## src/rtl/arseq_pkg.sv

```systemverilog
package arseq_pkg;

   typedef enum logic [2:0] {
      ST_OFF    = 3'd0,
      ST_CHARGE = 3'd1,
      ST_RUN    = 3'd2,
      ST_HOLD   = 3'd3,
      ST_DRAIN  = 3'd4
   } arseq_state_t;

endpackage

```

## src/rtl/arseq_timer.sv

```systemverilog
// Qualification / interval counter: counts edges while run is high,
// clears when run drops, saturates at the last count.
module arseq_timer #(
   parameter int unsigned LEN = 4
) (
   input  logic clk,
   input  logic rst_n,
   input  logic run,
   output logic expired
);
   localparam int unsigned CW = (LEN > 2) ? $clog2(LEN) : 1;
   localparam logic [CW-1:0] LAST = CW'(LEN - 1);

   generate
      if (LEN < 2) begin : g_bad_len
         $error("arseq_timer: LEN must be at least 2");
      end
   endgenerate

   logic [CW-1:0] cnt;

   always_ff @(posedge clk or negedge rst_n) begin
      if (!rst_n)
         cnt <= '0;
      else if (!run)
         cnt <= '0;
      else if (cnt != LAST)
         cnt <= cnt + 1'b1;
   end

   assign expired = run && (cnt == LAST);

   // a count is only reachable through an unbroken run of high samples
   p_count_needs_run_r4: assert property (@(posedge clk) disable iff (!rst_n)
      (cnt != '0) |-> $past(run));

endmodule

```

## src/rtl/arseq_fault_eval.sv

```systemverilog
// Combines the instantaneous fault flags, qualifies overload over a window
// and keeps the thermal latch.
module arseq_fault_eval #(
   parameter int unsigned OVL_CYCLES = 8
) (
   input  logic clk,
   input  logic rst_n,
   input  logic running,
   input  logic comp_over_ovl,
   input  logic vcc_over_ovp,
   input  logic fb_below_open,
   input  logic ss_active,
   input  logic temp_hot,
   input  logic temp_cool,
   output logic fault_now,
   output logic therm_hold
);
   logic ovl_expired;
   logic open_loop;

   arseq_timer #(.LEN(OVL_CYCLES)) u_ovl_timer (
      .clk     (clk),
      .rst_n   (rst_n),
      .run     (running && comp_over_ovl),
      .expired (ovl_expired)
   );

   always_ff @(posedge clk or negedge rst_n) begin
      if (!rst_n)
         therm_hold <= 1'b0;
      else if (temp_hot)
         therm_hold <= 1'b1;
      else if (temp_cool)
         therm_hold <= 1'b0;
   end

   assign open_loop = fb_below_open && !ss_active;
   assign fault_now = running &&
                      (ovl_expired || vcc_over_ovp || open_loop || temp_hot);

   // the latch survives until a recovery sample is seen
   p_therm_keep_r9: assert property (@(posedge clk) disable iff (!rst_n)
      (therm_hold && !temp_cool) |=> therm_hold);

   // soft-start masks the open-loop condition
   p_fb_mask_r6: assert property (@(posedge clk) disable iff (!rst_n)
      (ss_active && !comp_over_ovl && !vcc_over_ovp && !temp_hot) |-> !fault_now);

endmodule

```

## src/rtl/arseq_fsm.sv

```systemverilog
module arseq_fsm
   import arseq_pkg::*;
#(
   parameter int unsigned HOLD_CYCLES = 20
) (
   input  logic clk,
   input  logic rst_n,
   input  logic above_start,
   input  logic below_stop,
   input  logic fault_now,
   input  logic therm_hold,
   output logic running,
   output logic sw_en,
   output logic hvreg_en,
   output logic ss_req
);
   arseq_state_t state, state_nx;
   logic hold_done;

   arseq_timer #(.LEN(HOLD_CYCLES)) u_hold_timer (
      .clk     (clk),
      .rst_n   (rst_n),
      .run     (state == ST_HOLD),
      .expired (hold_done)
   );

   always_comb begin
      state_nx = state;
      unique case (state)
         ST_OFF:    state_nx = ST_CHARGE;
         ST_CHARGE: if (above_start) state_nx = ST_RUN;
         ST_RUN: begin
            if (below_stop)     state_nx = ST_CHARGE;
            else if (fault_now) state_nx = ST_HOLD;
         end
         ST_HOLD:   if (hold_done && !therm_hold) state_nx = ST_DRAIN;
         ST_DRAIN:  if (below_stop) state_nx = ST_CHARGE;
         default:   state_nx = ST_OFF;
      endcase
   end

   always_ff @(posedge clk or negedge rst_n) begin
      if (!rst_n) begin
         state  <= ST_OFF;
         ss_req <= 1'b0;
      end else begin
         state  <= state_nx;
         ss_req <= (state == ST_CHARGE) && above_start;
      end
   end

   assign running  = (state == ST_RUN);
   assign sw_en    = running;
   assign hvreg_en = (state == ST_CHARGE) || (state == ST_RUN) || (state == ST_HOLD);

   // the soft-start request is a single-cycle pulse
   p_ss_pulse_r2: assert property (@(posedge clk) disable iff (!rst_n)
      ss_req |=> !ss_req);

   // the released supply is only left through the stop threshold
   p_drain_waits_r8: assert property (@(posedge clk) disable iff (!rst_n)
      (state == ST_DRAIN && !below_stop) |=> (state == ST_DRAIN));

   // an active thermal latch pins the hold
   p_therm_pins_hold_r9: assert property (@(posedge clk) disable iff (!rst_n)
      (state == ST_HOLD && therm_hold) |=> (state == ST_HOLD));

   // the hold is entered only from switching
   p_hold_entry_r7: assert property (@(posedge clk) disable iff (!rst_n)
      $rose(state == ST_HOLD) |-> $past(state == ST_RUN));

endmodule

```

## src/rtl/autorestart_seq.sv

```systemverilog
module autorestart_seq #(
   parameter int unsigned OVL_CYCLES  = 4_000_000,
   parameter int unsigned HOLD_CYCLES = 65_000_000
) (
   input  logic clk,
   input  logic rst_n,
   input  logic vcc_above_start,
   input  logic vcc_below_stop,
   input  logic comp_over_ovl,
   input  logic vcc_over_ovp,
   input  logic fb_below_open,
   input  logic temp_hot,
   input  logic temp_cool,
   input  logic ss_active,
   output logic sw_en,
   output logic hvreg_en,
   output logic ss_req
);
   logic running;
   logic fault_now;
   logic therm_hold;

   arseq_fault_eval #(.OVL_CYCLES(OVL_CYCLES)) u_fault (
      .clk           (clk),
      .rst_n         (rst_n),
      .running       (running),
      .comp_over_ovl (comp_over_ovl),
      .vcc_over_ovp  (vcc_over_ovp),
      .fb_below_open (fb_below_open),
      .ss_active     (ss_active),
      .temp_hot      (temp_hot),
      .temp_cool     (temp_cool),
      .fault_now     (fault_now),
      .therm_hold    (therm_hold)
   );

   arseq_fsm #(.HOLD_CYCLES(HOLD_CYCLES)) u_fsm (
      .clk         (clk),
      .rst_n       (rst_n),
      .above_start (vcc_above_start),
      .below_stop  (vcc_below_stop),
      .fault_now   (fault_now),
      .therm_hold  (therm_hold),
      .running     (running),
      .sw_en       (sw_en),
      .hvreg_en    (hvreg_en),
      .ss_req      (ss_req)
   );

   // switching only with the supply regulated, soft-start only while switching
   p_sw_needs_reg_r10: assert property (@(posedge clk) disable iff (!rst_n)
      sw_en |-> hvreg_en);
   p_ss_in_run_r10: assert property (@(posedge clk) disable iff (!rst_n)
      ss_req |-> sw_en);

   // lockout while switching returns to charging
   p_uvlo_r3: assert property (@(posedge clk) disable iff (!rst_n)
      (sw_en && vcc_below_stop) |=> (!sw_en && hvreg_en));

   // over-voltage stops switching on the next cycle
   p_ovp_r5: assert property (@(posedge clk) disable iff (!rst_n)
      (sw_en && vcc_over_ovp) |=> !sw_en);

   // unmasked open loop stops switching on the next cycle
   p_fb_open_r6: assert property (@(posedge clk) disable iff (!rst_n)
      (sw_en && fb_below_open && !ss_active) |=> !sw_en);

endmodule

```

## config.mk

```make
export PLATFORM = sky130hd
export DESIGN_NAME = autorestart_seq
export DESIGN_NICKNAME = d
export VERILOG_FILES = /design/src/rtl/arseq_pkg.sv /design/src/rtl/arseq_timer.sv /design/src/rtl/arseq_fault_eval.sv /design/src/rtl/arseq_fsm.sv /design/src/rtl/autorestart_seq.sv
export SDC_FILE = /design/constraint.sdc
export NUM_CORES = 1
export LEC_CHECK = 0
export BUFFER_PORTS_ARGS = -buffer_cell sky130_fd_sc_hd__buf_2
export CORE_ASPECT_RATIO = 1.4
export CORE_MARGIN = 2
export CORE_UTILIZATION = 50
export CTS_CLUSTER_SIZE = 40
export DETAILED_ROUTE_END_ITERATION = 16
export PLACE_DENSITY = 0.67
export SLEW_MARGIN = 20
export SYNTH_ARGS = -nofsm -noshare
export SYNTH_HDL_FRONTEND = slang
export SYNTH_SLANG_ARGS = --single-unit
```

## constraint.sdc

```tcl
create_clock -name clk -period 2 [get_ports clk]
set_input_delay 0.4 -clock clk [delete_from_list [all_inputs] [get_ports clk]]
set_output_delay 0.4 -clock clk [all_outputs]
set_load 0.03 [all_outputs]
```

Yosys cells after proc, flatten, opt, wreduce, memory -nomap -nowiden

Cells that the tools add are included.

Memories: 0
Flip-flop bits (word level): 53
Input bits: 10
RAM bits: 0
Logic and storage cells: 50
Bits in latches: 0
ROM bits: 0

Add/subtract/negate cells: 2
Shift-type cells: 0
Multiplexer cells: 12
Reduce and logical (&&, ||, !) cells: 17
Multipliers: 0
Div/mod/pow operators: 0
Equality and inequality tests: 14
Bitwise operators: 0
$lt $le $gt $ge: 0

Operator list:

| cell                                                                    | number |
|---|---|
| 26-bit two-way mux                                                      | 2 |
| 22-bit two-way mux                                                      | 2 |
| 26-bit by 1-bit adder with 26-bit output, second input constant         | 1 |
| 26-bit == test, second input constant                                   | 1 |
| 26-bit inequality test, second input constant                           | 1 |
| 22-bit by 1-bit adder with 22-bit output, second input constant         | 1 |
| 22-bit == test, second input constant                                   | 1 |
| 22-bit inequality test, second input constant                           | 1 |
| 3-bit two-way mux                                                       | 5 |
| 3-bit case mux with 5 select lines                                      | 1 |
| 1-bit logical AND                                                       | 7 |
| 3-bit by 2-bit == test with 1-bit output, second input constant         | 2 |
| 2-bit by 1-bit inequality test with 1-bit output, second input constant | 3 |
| 1-bit logical OR                                                        | 5 |
| 2-bit inequality test, second input constant                            | 2 |
| 4-bit AND reduction                                                     | 1 |
| 3-bit by 1-bit == test with 1-bit output, second input constant         | 1 |
| 3-bit == test, second input constant                                    | 1 |
| 3-bit zero test                                                         | 1 |
| 3-bit inequality test, second input constant                            | 1 |
| 1-bit zero test                                                         | 2 |
| 1-bit two-way mux                                                       | 2 |
| 2-bit nonzero test                                                      | 1 |

Longest topological paths before layout

Word-level depth: 10
Depth in mapped cells: 7
Mapped depth without buffers: 6

Hierarchy

Synthesis repeated with hierarchy kept, for this count alone.

Cells, all modules: 314
Area total of the unflattened synthesis: 3066.7 um^2

By module, submodules not included:

| module                            | area each (um^2) | instances | cells each |
|---|---|---|---|
| arseq_timer (u_fsm.u_hold_timer)  | 1503.9           | 1         | 151 |
| arseq_timer (u_fault.u_ovl_timer) | 1258.7           | 1         | 132 |
| arseq_fsm                         | 244.0            | 1         | 25 |
| arseq_fault_eval                  | 60.1             | 1         | 6 |

Worst setup path before layout

Ideal clock, no wire load.

Path kind: reg-to-reg
From: register u_fsm.state[0]
To: register u_fault.u_ovl_timer.cnt[3]
Data required time: 1.934 ns
Arrival: 2.174 ns
Path slack: -0.240 ns
Cell stages (with the launch flop): 6
Clock period less this slack: 2.240 ns
Library setup time: 0.066 ns
Cells stage by stage: dfrtp_1 clkbuf_1 nor3b_1 nand2_1 or4_1 nand2_1

Word-level cells in the longest chain between the ends: 3
Elaborated cells on any way between the ends: 4
Those cells by class: eq/ne: 2; mux: 1; reduce/logical: 1

Ends and longest elaborated chain:

| item                                                                                                    | RTL line               | source |
|---|---|---|
| start: declaration                                                                                      | arseq_fsm.sv:17        | `arseq_state_t state, state_nx;` |
| start signal: assignment                                                                                | arseq_fsm.sv:47        | `state <= state_nx;` |
| 3-bit by 2-bit == test with 1-bit output *                                                              | arseq_fsm.sv:52        | `assign running = (state == ST_RUN);` |
| named net sw_en                                                                                         | autorestart_seq.sv:15  | `output logic sw_en,` |
| 1-bit logical AND *                                                                                     | arseq_fault_eval.sv:24 | `.run (running && comp_over_ovl),` |
| 2-bit by 1-bit inequality test with 1-bit output (no source line) or 22-bit two-way mux (tied branches) | --                     |  |
| end signal: assignment                                                                                  | arseq_timer.sv:28      | `cnt <= cnt + 1'b1;` |
| end: declaration                                                                                        | arseq_timer.sv:20      | `logic [CW-1:0] cnt;` |

Mark *: on every way through the listed nets, which the timed path passes. The rest lies on a longest branch.
A chain may end at the register's enable or synchronous reset.

Final worst setup path

From: register u_fault.u_ovl_timer.cnt[13]
To: register u_fsm.state[0]

Word-level cells in the longest chain between the ends: 8

Ends and longest elaborated chain:

| item                                   | RTL line               | source |
|---|---|---|
| 22-bit == test                         | arseq_timer.sv:31      | `assign expired = run && (cnt == LAST);` |
| 1-bit logical AND                      | arseq_timer.sv:31      |  |
| 1-bit logical OR (3 in a row)          | arseq_fault_eval.sv:39 | `(ovl_expired \|\| vcc_over_ovp \|\| open_loop \|\| temp_hot);` |
| 1-bit logical AND                      | arseq_fault_eval.sv:38 | `assign fault_now = running &&` |
| 3-bit inequality test (no source line) | --                     |  |
| 4-bit AND reduction (no source line)   | --                     |  |

Every way passes these cells.

==> flow_metrics.tcl <==
set metrics [dict create \
    fillers 483 \
    yosysSeqAreaShare 0.469 \
    gp_congestion 0.804 \
    io_pins 13 \
    startpoint_type "flip-flop" \
    slowest_stage "or4bb_1" \
    crit_fanout 8 \
    ys_seq_elements 53 \
    hpwl_microns 3730 \
    synth-edff-count 0 \
    final_util 0.589 \
    regArea_sq_um 1330 \
    required_ns 2.22 \
    wl_per_cell_microns 13.3 \
    fin_crit_ns 1.89 \
    fin_skew_ns 0.0136 \
    post-route-period-util 0.945 \
    cts_sinks 53 \
    crit_chain "or4bb_1 > nor4_2 > and2b_1 > buf_4 > a21oi_1 > a211oi_2" \
    cts_hold_buf 0 \
    fp-row-count 32 \
    yosysUniqueCellTypes 47 \
    drtIter0Drc 98 \
    drcViolationCount 0 \
    grt-ovfl-total 0 \
    path_class "reg -> reg" \
    multi_input_area_sq_um 1430 \
    ir_worst_vdd_mv 0.372 \
    first_pass_iters 4 \
    syn_area_sq_um 2830 \
    layout_common_cells "53 x dfrtp_1, 46 x nor2_1, 31 x nand2_1, 25 x buf_4, 18 x nand3_1" \
    design_area_sq_um 3230 \
    vias_per_cell 5.41 \
    fin_tns_setup_ns 0 \
    clockBufferDepth 2 \
    worstPathArrival_ns 2.11 \
    n_antenna_cell 0 \
    fmax_ghz 0.529 \
    htree_num_levels 2 \
    dpl_cell_area_sq_um 3130 \
    powerDensity_nw_per_um2 662 \
    syn_nets 311 \
    initial_core_util 0.516 \
    antenna_found_initial 0 \
    ys_warn_count 0 \
    grt_setup_unrepaired "no" \
    grt_pass1_vias 2207 \
    die_y_microns 93 \
    layout_commonest_cell "dfrtp_1" \
    crit_family "simple AND/OR/NAND/NOR gates" \
    fin_hold_ws_ns 0.0606 \
    status "completed" \
    ant_nets 0 \
    crit_buf_inv 1 \
    cts_root_buf "clkbuf_8" \
    drive_gt1_frac 0.176 \
    worst_pin_slew_ns 0.416 \
    cap_violations 0 \
    clk_latency_ns 0.31 \
    syn_inst 299 \
    hold_path.class "in -> async" \
    grt_pass1_wl_microns 9340 \
    cts_tree "built" \
    worstSetupEndpointType "flip-flop" \
    drv_slew 0 \
    drt-total-wl_microns 5370 \
    cp_slowest_stage_delay_ns 0.53 \
    avgSynthCellArea_sq_um 9.46 \
    portBuffers 12 \
    final_nets 346 \
    clk_pin_slew_worst_paths_ns 0.10 \
    die_area_sq_um 6280 \
    core-area_sq_um 5490 \
    timing.slew.headroom 0.722 \
    p_total_w 0.00214 \
    dieWidth_microns 67.6 \
    leakage_nw 1.46 \
    setup_viol 0 \
    areaGrowthSynthToFinish_pct 14.3 \
    cts_buffers 5 \
    grt_start_max_net_pins 54 \
    hold_violations 0 \
    synth_ff_type "dfrtp_1" \
    async_flop_share 1.00 \
    grt_util_all_layers 0.194 \
    vias 2181 \
]
==> report_power, final <==
part / internal [W] / total [W] / switching [W]
clock network: 0.000247 / 0.000610 / 0.000363
logic: 0.000152 / 0.000312 / 0.000160
registers: 0.00114 / 0.00122 / 0.0000769
==> layer usage <==
layer,track usage,vias up,part of all wire
li1,-,1110,-
met1,0.220,1055,0.43
met4,0.0782,0,0.017
met2,0.343,11,0.54
met5,0,-,0
met3,0.0409,5,0.017
==> cell usage after synthesis (2+ instances only) <==
cell type | count | area share
a21oi_1 | 10 | 0.018
and2_1 | 3 | 0.0066
and3_1 | 6 | 0.013
and4_1 | 2 | 0.0062
buf_6 | 2 | 0.0080
clkbuf_1 | 7 | 0.0093
dfrtp_1 | 53 | 0.47
ha_1 | 2 | 0.0088
inv_1 | 10 | 0.013
mux2i_1 | 5 | 0.018
nand2_1 | 31 | 0.041
nand2b_1 | 3 | 0.0066
nand3_1 | 18 | 0.032
nand4_1 | 8 | 0.018
nand4_2 | 2 | 0.0088
nor2_1 | 46 | 0.061
nor3_1 | 7 | 0.012
nor3b_1 | 2 | 0.0053
nor4_1 | 8 | 0.018
nor4_4 | 2 | 0.015
o211ai_1 | 2 | 0.0053
o21a_1 | 2 | 0.0053
o21ai_0 | 5 | 0.0088
or3_1 | 4 | 0.0088
or4_1 | 5 | 0.013
or4bb_1 | 3 | 0.012
xnor2_1 | 17 | 0.053
xor2_1 | 15 | 0.046
==> sequential cells by signal, indices dropped and copies added (netlist names) <==
name                     count
u_fsm.u_hold_timer.cnt      26
u_fault.u_ovl_timer.cnt     22
u_fsm.state                  3
u_fault.therm_hold           1
u_fsm.ss_req                 1
==> worst paths after layout <==
check                      cells past startpoint  slack [ns]                     endpoint                   startpoint
min reg2reg                                    1        0.53               u_fsm.state[2]           u_fault.therm_hold
max in group asynchronous                      2        1.70  u_fault.u_ovl_timer.cnt[21]                        rst_n
max reg2reg                                    6        0.11               u_fsm.state[0]  u_fault.u_ovl_timer.cnt[13]
max                                            6        0.11               u_fsm.state[0]  u_fault.u_ovl_timer.cnt[13]
min in group clk                               2        0.29           u_fault.therm_hold                     temp_hot
min                                            2        0.06    u_fsm.u_hold_timer.cnt[3]                        rst_n
==> metrics by stage <==
stage | instances | setup slack (ns)
after floorplan | 299 | 0.154
after global routing | 403 | 0.00528
final | 403 | 0.109
after detailed placement | 394 | 0.0599
after global placement | 394 | 0.104
after CTS | 402 | 0.0305
==> final cells by class <==
type	count	area share
multi-input combinational	226	0.442
sequential	53	0.410
timing repair buffer	38	0.0828
tap	68	0.0263
clock inverter	2	0.00464
inverter	10	0.0116
clock buffer	6	0.0224
==> cell families after synthesis <==
logic type / after synthesis / share of synthesized area
XOR/XNOR: 32 / 0.0991
multiplexers: 5 / 0.0177
AO/OA/AOI/OAI: 27 / 0.0615
adder cells (fa/ha/maj): 2 / 0.00884
flip-flops: 53 / 0.469
AND/OR/NAND/NOR: 160 / 0.312
buffers and inverters: 20 / 0.0323
==> what timing repair did <==
| action | in CTS | in global routing |
|---|---|---|
| resized for setup | 0 | 3 |
| setup endpoints to repair | 0 | 2 |
| setup buffers | 0 | 1 |
Power figures use the tool's default switching activity.
